### config.mk
export PLATFORM = sky130hd
export DESIGN_NAME = sf_status_guard
export DESIGN_NICKNAME = d
export VERILOG_FILES = /design/src/rtl/sf_status_pkg.sv /design/src/rtl/sf_prot_check.sv /design/src/rtl/sf_sr_bits.sv /design/src/rtl/sf_sr_timer.sv /design/src/rtl/sf_status_guard.sv
export SDC_FILE = /design/constraint.sdc
export NUM_CORES = 1
export LEC_CHECK = 0
export ABC_AREA = 1
export BUFFER_PORTS_ARGS = -buffer_cell sky130_fd_sc_hd__clkbuf_2
export CORE_UTILIZATION = 42
export CTS_CLUSTER_SIZE = 20
export DETAILED_ROUTE_END_ITERATION = 8
export GPL_TIMING_DRIVEN = 0
export PLACE_DENSITY_LB_ADDON = 0.08
export SLEW_MARGIN = 20
export SYNTH_ARGS = -nofsm -noshare
export SYNTH_HDL_FRONTEND = slang
export SYNTH_SLANG_ARGS = --single-unit
export TNS_END_PERCENT = 1
### constraint.sdc
create_clock -name clk -period 1.83 [get_ports clk]
set_input_delay 0.2745 -clock clk [delete_from_list [all_inputs] [get_ports clk]]
set_output_delay 0.2745 -clock clk [all_outputs]
set_load 0.01 [all_outputs]
### src/rtl/sf_status_pkg.sv
package sf_status_pkg;

    typedef enum logic [1:0] {
        ST_IDLE     = 2'd0,
        ST_SR_WRITE = 2'd1,
        ST_ARRAY_OP = 2'd2
    } fsm_state_t;

    // positions that a status read decodes
    localparam int SR_BUSY = 0;
    localparam int SR_WEL  = 1;
    localparam int SR_BP0  = 2;
    localparam int SR_BP1  = 3;
    localparam int SR_WPEN = 7;

    // bits a status write may change
    localparam logic [7:0] SR_WR_MASK = 8'h8C;

endpackage

### src/rtl/sf_prot_check.sv
module sf_prot_check #(
    parameter int ADDR_W = 17
) (
    input  logic [1:0]        level_i,
    input  logic [ADDR_W-1:0] addr_i,
    output logic              addr_locked_o,
    output logic              all_locked_o
);
    localparam logic [ADDR_W-1:0] QUARTER_BASE = ADDR_W'(3) << (ADDR_W - 2);
    localparam logic [ADDR_W-1:0] HALF_BASE    = ADDR_W'(1) << (ADDR_W - 1);

    always_comb begin
        unique case (level_i)
            2'b00:   addr_locked_o = 1'b0;
            2'b01:   addr_locked_o = (addr_i >= QUARTER_BASE);
            2'b10:   addr_locked_o = (addr_i >= HALF_BASE);
            default: addr_locked_o = 1'b1;
        endcase
        all_locked_o = (level_i == 2'b11);
    end
endmodule

### src/rtl/sf_sr_bits.sv
module sf_sr_bits
    import sf_status_pkg::*;
(
    input  logic       clk,
    input  logic       rst_n,
    input  logic       wel_set_i,
    input  logic       wel_clr_i,
    input  logic       load_i,
    input  logic [7:0] load_data_i,
    input  logic       commit_i,
    output logic [7:0] nv_o,
    output logic       wel_o
);
    logic [7:0] nv_q;
    logic [7:0] pend_q;
    logic       wel_q;

    always_ff @(posedge clk or negedge rst_n) begin
        if (!rst_n) begin
            nv_q   <= 8'h00;
            pend_q <= 8'h00;
            wel_q  <= 1'b0;
        end else begin
            if (load_i)
                pend_q <= load_data_i & SR_WR_MASK;
            if (commit_i)
                nv_q <= pend_q;
            if (wel_clr_i)
                wel_q <= 1'b0;
            else if (wel_set_i)
                wel_q <= 1'b1;
        end
    end

    assign nv_o  = nv_q & SR_WR_MASK;
    assign wel_o = wel_q;
endmodule

### src/rtl/sf_sr_timer.sv
module sf_sr_timer #(
    parameter int CYC = 4
) (
    input  logic clk,
    input  logic rst_n,
    input  logic load_i,
    input  logic active_i,
    output logic expire_o
);
    localparam int CNT_W = (CYC > 1) ? $clog2(CYC) : 1;
    localparam logic [CNT_W-1:0] LOAD_VAL = CNT_W'(CYC - 1);

    logic [CNT_W-1:0] cnt_q;

    always_ff @(posedge clk or negedge rst_n) begin
        if (!rst_n)
            cnt_q <= '0;
        else if (load_i)
            cnt_q <= LOAD_VAL;
        else if (cnt_q != '0)
            cnt_q <= cnt_q - 1'b1;
    end

    assign expire_o = active_i && (cnt_q == '0);
endmodule

### src/rtl/sf_status_guard.sv
module sf_status_guard
    import sf_status_pkg::*;
#(
    parameter int ADDR_W    = 17,
    parameter int SR_WR_CYC = 4
) (
    input  logic              clk,
    input  logic              rst_n,
    input  logic              wp_n_i,
    input  logic              cmd_wren_i,
    input  logic              cmd_wrdi_i,
    input  logic              cmd_wrsr_i,
    input  logic [7:0]        wrsr_data_i,
    input  logic              cmd_prog_i,
    input  logic              cmd_sect_erase_i,
    input  logic              cmd_blk_erase_i,
    input  logic              cmd_chip_erase_i,
    input  logic [ADDR_W-1:0] addr_i,
    input  logic              array_done_i,
    output logic [7:0]        status_o,
    output logic              write_ok_o,
    output logic              sr_update_o
);
    fsm_state_t state_q, state_d;

    logic       idle, busy;
    logic       wel, hw_lock;
    logic [7:0] nv_image;
    logic [1:0] level;
    logic       addr_locked, all_locked;
    logic       addr_cmd;
    logic       accept_sr, accept_arr;
    logic       tmr_expire, arr_finish;
    logic       wel_set, wel_clr;
    logic       write_ok_q, sr_update_q;

    assign idle     = (state_q == ST_IDLE);
    assign busy     = !idle;
    assign level    = nv_image[SR_BP1:SR_BP0];
    assign hw_lock  = nv_image[SR_WPEN] && !wp_n_i;
    assign addr_cmd = cmd_prog_i || cmd_sect_erase_i || cmd_blk_erase_i;

    assign accept_sr  = idle && wel && cmd_wrsr_i && !hw_lock;
    assign accept_arr = idle && wel &&
                        ((addr_cmd && !addr_locked) ||
                         (cmd_chip_erase_i && !all_locked));

    assign arr_finish = (state_q == ST_ARRAY_OP) && array_done_i;
    assign wel_set    = idle && cmd_wren_i;
    assign wel_clr    = (idle && cmd_wrdi_i) || tmr_expire || arr_finish;

    sf_prot_check #(.ADDR_W(ADDR_W)) prot_i (
        .level_i       (level),
        .addr_i        (addr_i),
        .addr_locked_o (addr_locked),
        .all_locked_o  (all_locked)
    );

    sf_sr_bits bits_i (
        .clk         (clk),
        .rst_n       (rst_n),
        .wel_set_i   (wel_set),
        .wel_clr_i   (wel_clr),
        .load_i      (accept_sr),
        .load_data_i (wrsr_data_i),
        .commit_i    (tmr_expire),
        .nv_o        (nv_image),
        .wel_o       (wel)
    );

    sf_sr_timer #(.CYC(SR_WR_CYC)) timer_i (
        .clk      (clk),
        .rst_n    (rst_n),
        .load_i   (accept_sr),
        .active_i (state_q == ST_SR_WRITE),
        .expire_o (tmr_expire)
    );

    // next-state selection
    always_comb begin
        state_d = state_q;
        unique case (state_q)
            ST_IDLE: begin
                if (accept_sr)
                    state_d = ST_SR_WRITE;
                else if (accept_arr)
                    state_d = ST_ARRAY_OP;
            end
            ST_SR_WRITE: if (tmr_expire)   state_d = ST_IDLE;
            ST_ARRAY_OP: if (array_done_i) state_d = ST_IDLE;
            default:     state_d = ST_IDLE;
        endcase
    end

    // state register
    always_ff @(posedge clk or negedge rst_n) begin
        if (!rst_n)
            state_q <= ST_IDLE;
        else
            state_q <= state_d;
    end

    // registered pulses
    always_ff @(posedge clk or negedge rst_n) begin
        if (!rst_n) begin
            write_ok_q  <= 1'b0;
            sr_update_q <= 1'b0;
        end else begin
            write_ok_q  <= accept_sr || accept_arr;
            sr_update_q <= tmr_expire;
        end
    end

    assign write_ok_o  = write_ok_q;
    assign sr_update_o = sr_update_q;
    assign status_o    = busy ? 8'hFF : (nv_image | {6'b0, wel, 1'b0});

    // permission is a single-cycle pulse
    a_r10_ok_single: assert property (@(posedge clk) disable iff (!rst_n)
        write_ok_o |=> !write_ok_o);

    // no permission without the latch set in the strobe cycle
    a_r4_ok_needs_wel: assert property (@(posedge clk) disable iff (!rst_n)
        write_ok_o |-> $past(wel));

    // permission only follows an idle cycle
    a_r11_ok_from_idle: assert property (@(posedge clk) disable iff (!rst_n)
        write_ok_o |-> $past(state_q == ST_IDLE));

    // new contents appear with the latch cleared and not busy
    a_r9_update_clears_wel: assert property (@(posedge clk) disable iff (!rst_n)
        sr_update_o |-> (status_o[SR_WEL] == 1'b0 && status_o[SR_BUSY] == 1'b0));

    // unused bits are zero whenever the byte is not busy
    a_r2_unused_zero: assert property (@(posedge clk) disable iff (!rst_n)
        !status_o[SR_BUSY] |-> (status_o[6:4] == 3'b000));

    // pin plus protect-enable refuses a lone status write
    a_r7_hw_refuse: assert property (@(posedge clk) disable iff (!rst_n)
        (idle && cmd_wrsr_i && hw_lock && !addr_cmd && !cmd_chip_erase_i)
        |=> !write_ok_o);
endmodule

# Word-level counts from Yosys, hierarchy flattened
# Cells that the tools add are included.
[totals] register_bits=13 input_bits=36
[op_classes] n_eq_ne=8 n_reduce_logical=28 muxes=11 n_bitwise=1 n_lt_le_gt_ge=2 addsub=1
[ops] operator="$ge A17 B17 Y1 const B" n=2
[ops] operator="$mux W2" n=6
[ops] operator="$logic_and A1 B1 Y1" n=11
[ops] operator="$mux W8" n=1
[ops] operator="$or A8 B2 Y8" n=1
[ops] operator="$eq A2 B2 Y1 const B" n=3
[ops] operator="$logic_not A2 Y1" n=3
[ops] operator="$logic_or A1 B1 Y1" n=6
[ops] operator="$pmux W2 S3" n=1
[ops] operator="$reduce_bool A2 Y1" n=3
[ops] operator="$eq A2 B1 Y1 const B" n=2
[ops] operator="$logic_not A1 Y1" n=4
[ops] operator="$ne A2 B2 Y1 const B" n=2
[ops] operator="$ne A3 B1 Y1 const B" n=1
[ops] operator="$pmux W1 S3" n=1
[ops] operator="$reduce_and A3 Y1" n=1
[ops] operator="$mux W1" n=2
[ops] operator="$sub A2 B1 Y2 const B" n=1

# Depth between registers and ports, before layout
# Gate-level depths: netlist of run 1.
[depth] depth_word=9 mapped_depth=7 ltp_nobuf=7

# Cells and area by module
# Synthesis of run 1 repeated with hierarchy kept, for this count alone.
[hier_totals] hier_cells=106 hier_area_um2=752.0
[by_module_without_submodules] mod="sf_status_guard" instances=1 area_per_inst_um2=305.3 seq_area_each_um2=100.1 cells_per_inst=46
[by_module_without_submodules] mod="sf_sr_bits" instances=1 area_per_inst_um2=299.0 seq_area_each_um2=175.2 cells_per_inst=35
[by_module_without_submodules] mod="sf_sr_timer" instances=1 area_per_inst_um2=113.9 seq_area_each_um2=50.0 cells_per_inst=16
[by_module_without_submodules] mod="sf_prot_check" instances=1 area_per_inst_um2=33.8 seq_area_each_um2=0.0 cells_per_inst=9

# Worst setup path before layout of run 1
# No wires, ideal clock.
[synth_timing] kind="flip-flop to output port" startpoint="register state_q[0]" endpoint="output port status_o[1]" path_stages_with_launch=4 required_time_ns=1.556 path_buffers=0 path_slack_ns=0.522 arrival_ns=1.033 cell_sequence="dfrtp_1 > nor2_4 > inv_1 > or2_2"
[synth_between] elab_chain_cells=2
[synth_rtl] element="start, declared" line="sf_status_guard.sv:24" rtl="fsm_state_t state_q, state_d;"
[synth_rtl] element="start signal, assigned" line="sf_status_guard.sv:100" rtl="state_q <= state_d;"
[synth_rtl] element="$logic_not A2 Y1" line="sf_status_guard.sv:37" rtl="assign idle = (state_q == ST_IDLE);"
[synth_rtl] element="$mux W8" line="sf_status_guard.sv:116" rtl="assign status_o = busy ? 8'hFF : (nv_image | {6'b0, wel, 1'b0});"
[synth_rtl] element="end, declared" line="sf_status_guard.sv:20" rtl="output logic [7:0] status_o,"
# No other way between the ends.

# Final worst setup path of run 1
[layout_timing] startpoint="register state_q[1]" endpoint="output port status_o[7]"
# Same word-level chain as after synthesis.

==> results of run 1 <==
kinds of logic (layout without fill, tap and decap cells):
family                   count (synthesis)  after routing
flip-flops                              13             13
buffers and inverters                   18             49
XOR/XNOR                                 1              1
adder cells (fa/ha/maj)                  1              1
AND/OR/NAND/NOR                         33             33
AO/OA/AOI/OAI                           11             11
synthesized netlist by cell type (2+ instances only):
cell      count  area share, %
or2_2         2            1.9
inv_1        14            8.0
o21ai_0       3            2.3
nor2_1        2            1.1
dfrtp_1      13             49
nand2_1      22             13
nand3b_1      2            2.3
a21oi_1       3            2.3
o21ai_2       2            2.7
buf_4         3            3.4
nand3_1       3            2.3
what timing repair did:
item | in CTS | in global routing
endpoints found under the setup margin | 0 | 2
setup buffers | 0 | 1
gates resized for setup | 0 | 0
hold buffers | 1 | 0
endpoints found under the hold margin | 13 | 0
through the flow:
step | instances | power [W] | setup WS [ps] | area (sq um) | util, %
finish | 123 | 0.00132 | 151 | 850 | 61.4
global route | 123 | 0.00145 | 58.1 | 850 | 61.4
CTS | 122 | 0.00132 | 68.7 | 842 | 60.9
detailed placement | 117 | 0.00114 | 374 | 805 | 58.2
global placement | 117 | 0.00112 | 389 | 805 | 58.2
floorplan | 77 | 0.000935 | 522 | 661 | -
state kept, by name, summed over array words and instances, names as in the netlist:
name           cells
timer_i.cnt_q      2
bits_i.wel_o       1
sr_update_o        1
write_ok_o         1
state_q            2
bits_i.pend_q      3
bits_i.nv_q        3
power by group:
| part | switching (W) | leakage, nW | internal [W] | total, W |
|---|---|---|---|---|
| Combinational | 0.000345 | 0.337 | 0.000317 | 0.000661 |
| Sequential | 0.0000786 | 0.163 | 0.000406 | 0.000485 |
| Clock | 0.0000932 | 0.0177 | 0.0000810 | 0.000174 |
metal layers:
layer / vias to the layer above / GRT usage [%] / part of all wire [%]
met2: 22 / 25.3 / 46
met3: 4 / 3.04 / 6.3
met1: 243 / 18.5 / 46
met5: - / 0 / 0
met4: 0 / 9.68 / 1.3
li1: 299 / - / -
how the worst max path moves through the flow:
stage / startpoint / endpoint
floorplan: state_q[0]$_DFFE_PN0P_ / status_o[1]
global placement: state_q[0]$_DFFE_PN0P_ / status_o[1]
detailed placement: state_q[0]$_DFFE_PN0P_ / status_o[7]
CTS: state_q[0]$_DFFE_PN0P_ / status_o[7]
global route: state_q[1]$_DFFE_PN0P_ / status_o[1]
finish: state_q[1]$_DFFE_PN0P_ / status_o[7]
final cells by class:
cell class	instances	area [sq um]	share of cell area, %
Timing Repair Buffer	27	143	16.8
Sequential cell	13	325	38.3
Clock inverter	1	5.00	0.589
Multi-Input combinational cell	46	249	29.3
Buffer	4	33.8	3.98
Inverter	14	52.6	6.19
Tap cell	15	18.8	2.21
Clock buffer	3	22.5	2.65
critical path, stage by stage, from the launching register on:
cell and delay (ps):
dfrtp_1 430, nor2_4 150, inv_1 120, or2_2 290, clkbuf_2 130
==> metrics.md, run 1 <==
| Metric | Value |
|---|---|
| Worst-path clk slew | 80 ps |
| Worst reg2reg endpoint | bits_i.nv_q[3]$_DFFE_PN0P_ |
| Max clock buf depth | 2 |
| Simple-gate share of the synthesized area | 23.7% |
| Maximum clock rate | 596 MHz |
| Synth Area in Adders | 1.89% |
| RSZ-0062 raised after global routing | no |
| Most frequent cells in the layout | 25 x clkbuf_2, 22 x nand2_1, 14 x inv_1 |
| Fin Hold WS | 167 ps |
| Max-slew violations | 0 |
| DIE WIDTH | 41.7 um |
| First-pass GRT wire length | 2.04 mm |
| Initial DRC count | 7 |
| WL per Instance | 9.38 um |
| Site row count | 13 |
| WHS Path Cells | 2 |
| Crit path max fanout | 7 |
| Initial antenna violation count | 0 |
| Area grow syn2layout | 28.6% |
| TritonCTS clock tree | built |
| Via density | 4.62 |
| Compound-Gate Fraction of Synth Area | 10.8% |
| Post-Synth XOR/XNOR Area | 1.33% |
| Post-Route WL | 1.15 mm |
| Gr ovfl total | 0 |
| Least-Margin Pin Slew | 314 ps |
| Type of the most critical hold path | input port to flop |
| Total negative slack | 0 ps |
| Vias in the first global route | 521 |
| Pwr Density | 1550 mW/mm^2 |
| Nets | 146 |
| Max_slew headroom | 79.1% |
| Pin count of the biggest net entering global routing | 14 |
| Tmin final | 1680 ps |
| Setup crit start kind | flop |
| Die footprint | 0.00174 sq mm |
| Mux contribution to synthesized area | 0% |
| Register area share after synthesis | 49.2% |
| Main combinational cell family by area after synthesis | simple AND/OR/NAND/NOR gates |
| Beginning of the worst hold path | cmd_wrdi_i |
| Clk sinks | 13 |
| Post-DP HPWL | 923 um |
| Min-Delay Endpoint | bits_i.wel_o$_DFFE_PN0P_ |
| Flop2flop setup slack | 580 ps |
| Initial core utilization | 47.8% |
| Post-Synthesis Cells | 77 |
| Die Y | 41.7 um |
| Maximum VDD drop | 0.721 mV |
| Post-Route Skew | 5.82 ps |
| GRT Total Usage | 15.5% |
| Reg2Reg Depth | 6 |
| Hold Vio Cnt, Final | 0 |
| Share of cells above drive strength 1 | 38.0% |
| Crit share post-route | 91.8% |
| Reg2reg start | timer_i.cnt_q[0]$_DFFE_PN0P_ |
| Yosys reg bits | 13 |
| H-tree levels | 1 |
| Mapped Avg Cell Area | 8.58 sq um |
| # DRC | 0 |
| Synth Cell Area | 661 sq um |
| First drt pass iteration count | 2 |
| Setup CP Type | flop to primary output |
| Top_reg_cell synth | dfrtp_1 |
| Synthesis Warnings | 0 |
| Number of flops mapped to enable cells by yosys | 0 |
| Ys async rst share | 100% |
| Root Driver | clkbuf_4 |
| Max Cap Viol | 0 |
| Commonest non-fill, non-tap cell in the layout | clkbuf_2 |
| Core Region | 0.00138 sq mm |
| Status | completed |
| Routed Antenna Nets | 0 |
| I/O Buffers | 25 |
| Leak | 0.517 nW |
| Final setup viols | 0 |
| Antenna cells | 0 |
| Fillers | 123 |
| Via count | 568 |
| Post-synth net total | 114 |
| CP endpoint kind | primary output |
| CTS Buf Count | 3 |
| Crit path required time | 1560 ps |
| Top Ports | 46 |
| Final GP Congestion | 0.723 |
| Clock Latency Late Sink | 280 ps |
| Synth unique cells | 19 |
| Crit path arrival time | 1400 ps |
(Power assumes the default switching activity.)
==> inputs of run 2 (changes only) <==
--- a/config.mk
+++ b/config.mk
@@ -11,6 +11,7 @@
 export CTS_CLUSTER_SIZE = 20
 export DETAILED_ROUTE_END_ITERATION = 8
 export GPL_TIMING_DRIVEN = 0
+export MAX_ROUTING_LAYER = met4
 export PLACE_DENSITY_LB_ADDON = 0.08
 export SLEW_MARGIN = 20
 export SYNTH_ARGS = -nofsm -noshare
==> constraint.sdc (replaced) <==
create_clock -name clk -period 2.2 [get_ports clk]
set_input_delay 0.33 -clock clk [delete_from_list [all_inputs] [get_ports clk]]
set_output_delay 0.33 -clock clk [all_outputs]
set_load 0.01 [all_outputs]
==> run 2 against run 1 <==
Against the previous run: sequential share of layout area rose by 0.34 points; final cell count fell by 0.81%; largest cell class unchanged; via count is 2.3% lower; power shrank 18%; register-to-register slack better by 370 ps; first-iteration DRC count rose by 29%; critical path depth unchanged; combinational power shrank 19%.
==> metrics.md, run 2 (synthesis results as in run 1) <==
| Metric | Value |
|---|---|
| Worst Slack Setup Final | 396 ps (+245 ps) |
| Cell Area, Placed | 805 sq um (unchanged) |
| Post-Route WL | 1.15 mm (-0.52%) |
| GRT Total Usage | 15.9% (+0.44 points) |
| WHS Path Cells | 2 (unchanged) |
| Tmin final | 1800 ps |
| H-tree levels | 1 (unchanged) |
| Maximum clock rate | 554 MHz |
| Critical path cell sequence | nor2_4 -> inv_1 -> or2_2 -> clkbuf_2 |
| Vias in the first global route | 521 (unchanged) |
| Crit path from | state_q[0]$_DFFE_PN0P_ |
| Leak | 0.513 nW (-0.88%) |
| CP endpoint kind | primary output |
| Area grow syn2layout | 27.5% |
| Max-slew violations | 0 (unchanged) |
| Max incr delay on CP | 440 ps (about the same) |
| Pin count of the biggest net entering global routing | 14 (unchanged) |
| Final setup viols | 0 (unchanged) |
| Reg2Reg Depth | 6 (unchanged) |
| Crit path max-delay cell type | dfrtp_1 |
| Routed Antenna Nets | 0 (unchanged) |
| Initial core utilization | 47.8% (unchanged) |
| Initial antenna violation count | 0 (unchanged) |
| Post-Route Skew | 5.79 ps (-0.0345 ps) |
| Final GP Congestion | 0.732 (+1.2%) |
| Max_slew headroom | 79.3% (+0.24 points) |
| Type of the most critical hold path | input port to flop |
| Max clock buf depth | 2 (unchanged) |
| Commonest non-fill, non-tap cell in the layout | clkbuf_2 |
| Max Cap Viol | 0 (unchanged) |
| Beginning of the worst hold path | cmd_wrdi_i |
| Crit path max fanout | 7 (unchanged) |
| First-pass GRT wire length | 2.04 mm (unchanged) |
| Total negative slack | 0 ps (unchanged) |
| Crit share post-route | 82.0% |
| Number of setup buffers added after CTS | 0 (unchanged) |
| Share of cells above drive strength 1 | 37.4% (-0.58 points) |
| Nets | 145 (-0.68%) |
| Most frequent cells in the layout | 25 x clkbuf_2, 22 x nand2_1, 14 x inv_1 |
| RSZ-0062 raised after global routing | no |
| Via count | 555 (-2.3%) |
| Antenna cells | 0 (unchanged) |
| Die Y | 41.7 um (unchanged) |
| Flop2flop setup slack | 950 ps (+370 ps) |
| WL per Instance | 9.41 um (+0.30%) |
| Core Region | 0.00138 sq mm (unchanged) |
| Gr ovfl total | 0 (unchanged) |
| DIE WIDTH | 41.7 um (unchanged) |
| Site row count | 13 (unchanged) |
| Setup CP Type | flop to primary output |
| Least-Margin Pin Slew | 310 ps (-3.58 ps) |
| Final Instance Count excl. Fillers | 122 (-0.81%) |
| Status | completed |
| Fillers | 124 (+0.81%) |
| Setup crit start kind | flop |
| Worst-path clk slew | 80 ps (about the same) |
| Reg2reg start | timer_i.cnt_q[0]$_DFFE_PN0P_ |
| Root Driver | clkbuf_4 |
| First drt pass iteration count | 2 (unchanged) |
| Hold Vio Cnt, Final | 0 (unchanged) |
| Die footprint | 0.00174 sq mm (unchanged) |
| Fin util | 60.9% (-0.54 points) |
| Crit path arrival time | 1470 ps (+70 ps) |
| Dpl cells | 117 (unchanged) |
| CTS Buf Count | 3 (unchanged) |
| Top Ports | 46 (unchanged) |
| Setup crit end | status_o[7] |
| Crit path required time | 1870 ps (+310 ps) |
| Biggest regs | bits_i.nv_q: 3 flops, bits_i.pend_q: 3 flops |
| # DRC | 0 (unchanged) |
| Setup slack after placement | 689 ps (+315 ps) |
| Via density | 4.55 (-1.5%) |
| Worst reg2reg endpoint | bits_i.nv_q[3]$_DFFE_PN0P_ |
| Pwr Density | 1290 mW/mm^2 (-17%) |
| Post-route cell area | 842 sq um (-0.88%) |
| Clk sinks | 13 (unchanged) |
| TritonCTS clock tree | built |
| Initial DRC count | 9 (+2) |
| Post-DP HPWL | 923 um (unchanged) |
| Maximum VDD drop | 0.588 mV (-18%) |
| Clock Latency Late Sink | 280 ps (about the same) |
| I/O Buffers | 25 (unchanged) |
[run 2: changes by cell type in the layout (fill, tap and decap cells not counted)]
cell and delta:
buf_4 -1
[run 2: worst min path at each step]
stage                                              end  slack, ps
final                         bits_i.wel_o$_DFFE_PN0P_        220
after global routing          bits_i.wel_o$_DFFE_PN0P_        220
after CTS                     bits_i.wel_o$_DFFE_PN0P_        220
after detailed placement         sr_update_o$_DFF_PN0_        240
after global placement    bits_i.pend_q[3]$_DFFE_PN0P_        240
after floorplan             bits_i.nv_q[2]$_DFFE_PN0P_         30
[run 2: critical path: cells and delay by family, from the launching register on]
kind / cells / cell delay [ps]
and+or+nand+nor: 2 / 500
buffers and inverters: 2 / 270
DFF: 1 / 440
[run 2: layout make-up]
class	count	area, sq um	area share [%]
Sequential cell	13	325	38.6
Multi-Input combinational cell	46	249	29.6
Clock buffer	3	22.5	2.67
Inverter	14	52.6	6.24
Timing Repair Buffer	26	135	16.0
Tap cell	15	18.8	2.23
Buffer	4	33.8	4.01
Clock inverter	1	5.00	0.594
[run 2: report_power, final]
part | total (W) | leakage [nW] | switching, W | internal, W
Sequential | 0.000403 | 0.163 | 0.0000652 | 0.000338
Clock | 0.000145 | 0.0177 | 0.0000774 | 0.0000674
Combinational | 0.000536 | 0.332 | 0.000285 | 0.000251
[run 2: per-stage QoR]
stage	total power (W)	hold WS [ps]
2_1_floorplan	0.000778	34.4
6_report	0.00108	218
3_5_place_dp	0.000951	237
4_1_cts	0.00110	220
5_1_grt	0.00119	217
3_3_place_gp	0.000933	237
[run 2: per-layer routing]
layer	wire length, um	global-route usage, %	part of all wire, %
met5	0	-	0
met4	15	9.68	1.3
met3	73	3.04	6.4
met2	536	25.3	47
met1	523	18.5	46
[run 2: repair_timing]
item                                   in CTS  in global routing
hold buffers                                1                  0
endpoints found under the hold margin      13                  0
gates resized for setup                     0                  0
==> inputs of run 3 (changes only) <==
--- a/config.mk
+++ b/config.mk
@@ -7,7 +7,7 @@
 export LEC_CHECK = 0
 export ABC_AREA = 1
 export BUFFER_PORTS_ARGS = -buffer_cell sky130_fd_sc_hd__clkbuf_2
-export CORE_UTILIZATION = 42
+export CORE_UTILIZATION = 39
 export CTS_CLUSTER_SIZE = 20
 export DETAILED_ROUTE_END_ITERATION = 8
 export GPL_TIMING_DRIVEN = 0
==> constraint.sdc (replaced) <==
create_clock -name clk -period 1.8 [get_ports clk]
set_input_delay 0.27 -clock clk [delete_from_list [all_inputs] [get_ports clk]]
set_output_delay 0.27 -clock clk [all_outputs]
set_load 0.01 [all_outputs]
==> run 3 against run 2 <==
Against the previous run: first-iteration DRC count up 11%; combinational power is 26% higher; via count decreased by 1.1%; register-to-register slack lost 400 ps; die area rose by 7.3%; sequential power rose by 23%; setup slack worse by 240 ps; clock skew shrank 2.1 ps; critical path depth unchanged; highest routed layer unchanged.
==> metrics.md, run 3 (synthesis results as in run 1) <==
| Metric | Value |
|---|---|
| CP endpoint kind | primary output |
| Fillers | 151 (+22%) |
| Pwr Density | 1590 mW/mm^2 (+23%) |
| CTS Buf Count | 3 (unchanged) |
| WHS Path Cells | 2 (unchanged) |
| Top Ports | 46 (unchanged) |
| Biggest regs | bits_i.nv_q: 3 flops, bits_i.pend_q: 3 flops |
| TritonCTS clock tree | built |
| Max_slew headroom | 78.3% (-1.0 points) |
| Total negative slack | 0 ps (unchanged) |
| DIE WIDTH | 43.2 um (+3.6%) |
| Initial core utilization | 42.9% (-4.9 points) |
| Post-DP HPWL | 979 um (+6.1%) |
| GRT Total Usage | 15.0% (-0.88 points) |
| Nets | 146 (+0.69%) |
| Resized cells post-CTS | 0 (unchanged) |
| Setup slack after placement | 335 ps (-354 ps) |
| Core Region | 0.00154 sq mm (+11%) |
| Maximum VDD drop | 0.663 mV (+13%) |
| Clk sinks | 13 (unchanged) |
| # DRC | 0 (unchanged) |
| Gr ovfl total | 0 (unchanged) |
| First-pass GRT wire length | 2.01 mm (-1.0%) |
| Post-Route Skew | 3.70 ps (-2.09 ps) |
| Antenna cells | 0 (unchanged) |
| Max clock buf depth | 2 (unchanged) |
| Post-Route WL | 1.25 mm (+8.4%) |
| Crit path from | state_q[1]$_DFFE_PN0P_ |
| Reg2Reg Depth | 5 (-1) |
| Area grow syn2layout | 28.6% |
| Hold Vio Cnt, Final | 0 (unchanged) |
| Final GP Congestion | 0.751 (+2.6%) |
| Pin count of the biggest net entering global routing | 14 (unchanged) |
| Beginning of the worst hold path | cmd_wrdi_i |
| Dpl cells | 118 (+0.85%) |
| Vias in the first global route | 503 (-3.5%) |
| Setup crit start kind | flop |
| Worst-path clk slew | 80 ps (about the same) |
| Max Cap Viol | 0 (unchanged) |
| Crit path arrival time | 1370 ps (-100 ps) |
| I/O Buffers | 25 (unchanged) |
| Critical path cell sequence | nor2_4 -> inv_1 -> or2_2 -> clkbuf_2 |
| Die Y | 43.2 um (+3.6%) |
| Reg2reg start | timer_i.cnt_q[0]$_DFFE_PN0P_ |
| Clock Latency Late Sink | 270 ps (about the same) |
| Sequential cell area | 325 sq um (unchanged) |
| Via density | 4.43 (-2.7%) |
| Max-slew violations | 0 (unchanged) |
| Die footprint | 0.00186 sq mm (+7.3%) |
| Crit path max fanout | 7 (unchanged) |
| First drt pass iteration count | 4 (+2) |
| Max incr delay on CP | 440 ps (about the same) |
| Crit path required time | 1530 ps (-340 ps) |
| Multi-input logic area | 249 sq um (unchanged) |
| Via count | 549 (-1.1%) |
| RSZ-0062 raised after global routing | no |
| Least-Margin Pin Slew | 326 ps (+15.6 ps) |
| Type of the most critical hold path | input port to flop |
| Tmin final | 1640 ps |
| Share of cells above drive strength 1 | 37.0% (-0.35 points) |
| Most frequent cells in the layout | 25 x clkbuf_2, 22 x nand2_1, 14 x inv_1 |
| Crit path max-delay cell type | dfrtp_1 |
| Fin Hold WS | 168 ps (-50.0 ps) |
| Routed Antenna Nets | 0 (unchanged) |
| Status | completed |
| H-tree levels | 1 (unchanged) |
| Site row count | 14 (+1) |
| Root Driver | clkbuf_4 |
| Initial antenna violation count | 0 (unchanged) |
| Commonest non-fill, non-tap cell in the layout | clkbuf_2 |
| Setup CP Type | flop to primary output |
| Crit share post-route | 91.2% |
| Leak | 0.515 nW (+0.36%) |
| Final setup viols | 0 (unchanged) |
| Initial DRC count | 10 (+1) |
| Worst Slack Setup Final | 159 ps (-237 ps) |
| Final Instance Count excl. Fillers | 124 (+1.6%) |
| WL per Instance | 10.0 um (+6.7%) |
| Maximum clock rate | 609 MHz |
run 3: per-stage QoR:
step / instance area [sq um] / power (W) / util, %
after CTS: 842 / 0.00135 / 54.6
after detailed placement: 806 / 0.00117 / 52.3
final: 850 / 0.00135 / 55.1
after global routing: 850 / 0.00147 / 55.1
after floorplan: 661 / 0.000951 / -
after global placement: 806 / 0.00114 / 52.3
run 3: worst max-delay path, delay by kind of cell (launching register included):
kind,cells,cell delay [ps]
flops,1,440
simple gates,2,420
buf+inv,2,240
run 3: worst paths after layout:
path                                                end  slack [ps]
setup / recovery                            status_o[7]         160
hold / removal                 bits_i.wel_o$_DFFE_PN0P_         170
setup reg to reg             bits_i.nv_q[3]$_DFFE_PN0P_         550
hold reg to reg            bits_i.pend_q[3]$_DFFE_PN0P_         490
max in group asynchronous  timer_i.cnt_q[0]$_DFFE_PN0P_        1140
min in group asynchronous    bits_i.nv_q[2]$_DFFE_PN0P_         410
run 3: routing by layer:
| layer | GRT usage (%) | vias up | wire, um |
|---|---|---|---|
| met2 | 22.4 | 23 | 521 |
| met4 | 7.27 | 0 | 18 |
| met3 | 2.98 | 2 | 72 |
| met5 | - | - | 0 |
| li1 | - | 296 | - |
| met1 | 19.4 | 228 | 632 |
run 3: what timing repair did:
item | 4_1_cts | 5_1_grt
hold buffers | 1 | 0
hold endpoints to repair | 13 | 0
buffers inserted | 0 | 1
endpoints found under the setup margin | 0 | 2
run 3: cell type report:
class	instances	share of cell area (%)
plain buffers	4	3.98
clock buffers	4	3.09
inverters	14	6.19
multi-input cells	46	29.3
flip-flops and latches	13	38.3
well taps	16	2.36
repair buffers	27	16.8
run 3: where the power goes:
part,internal (W),switching [W],leakage (nW)
Clock,0.0000859,0.0000935,0.0150
Sequential,0.000413,0.0000810,0.163
Combinational,0.000321,0.000354,0.337
Total,0.000820,0.000529,0.515
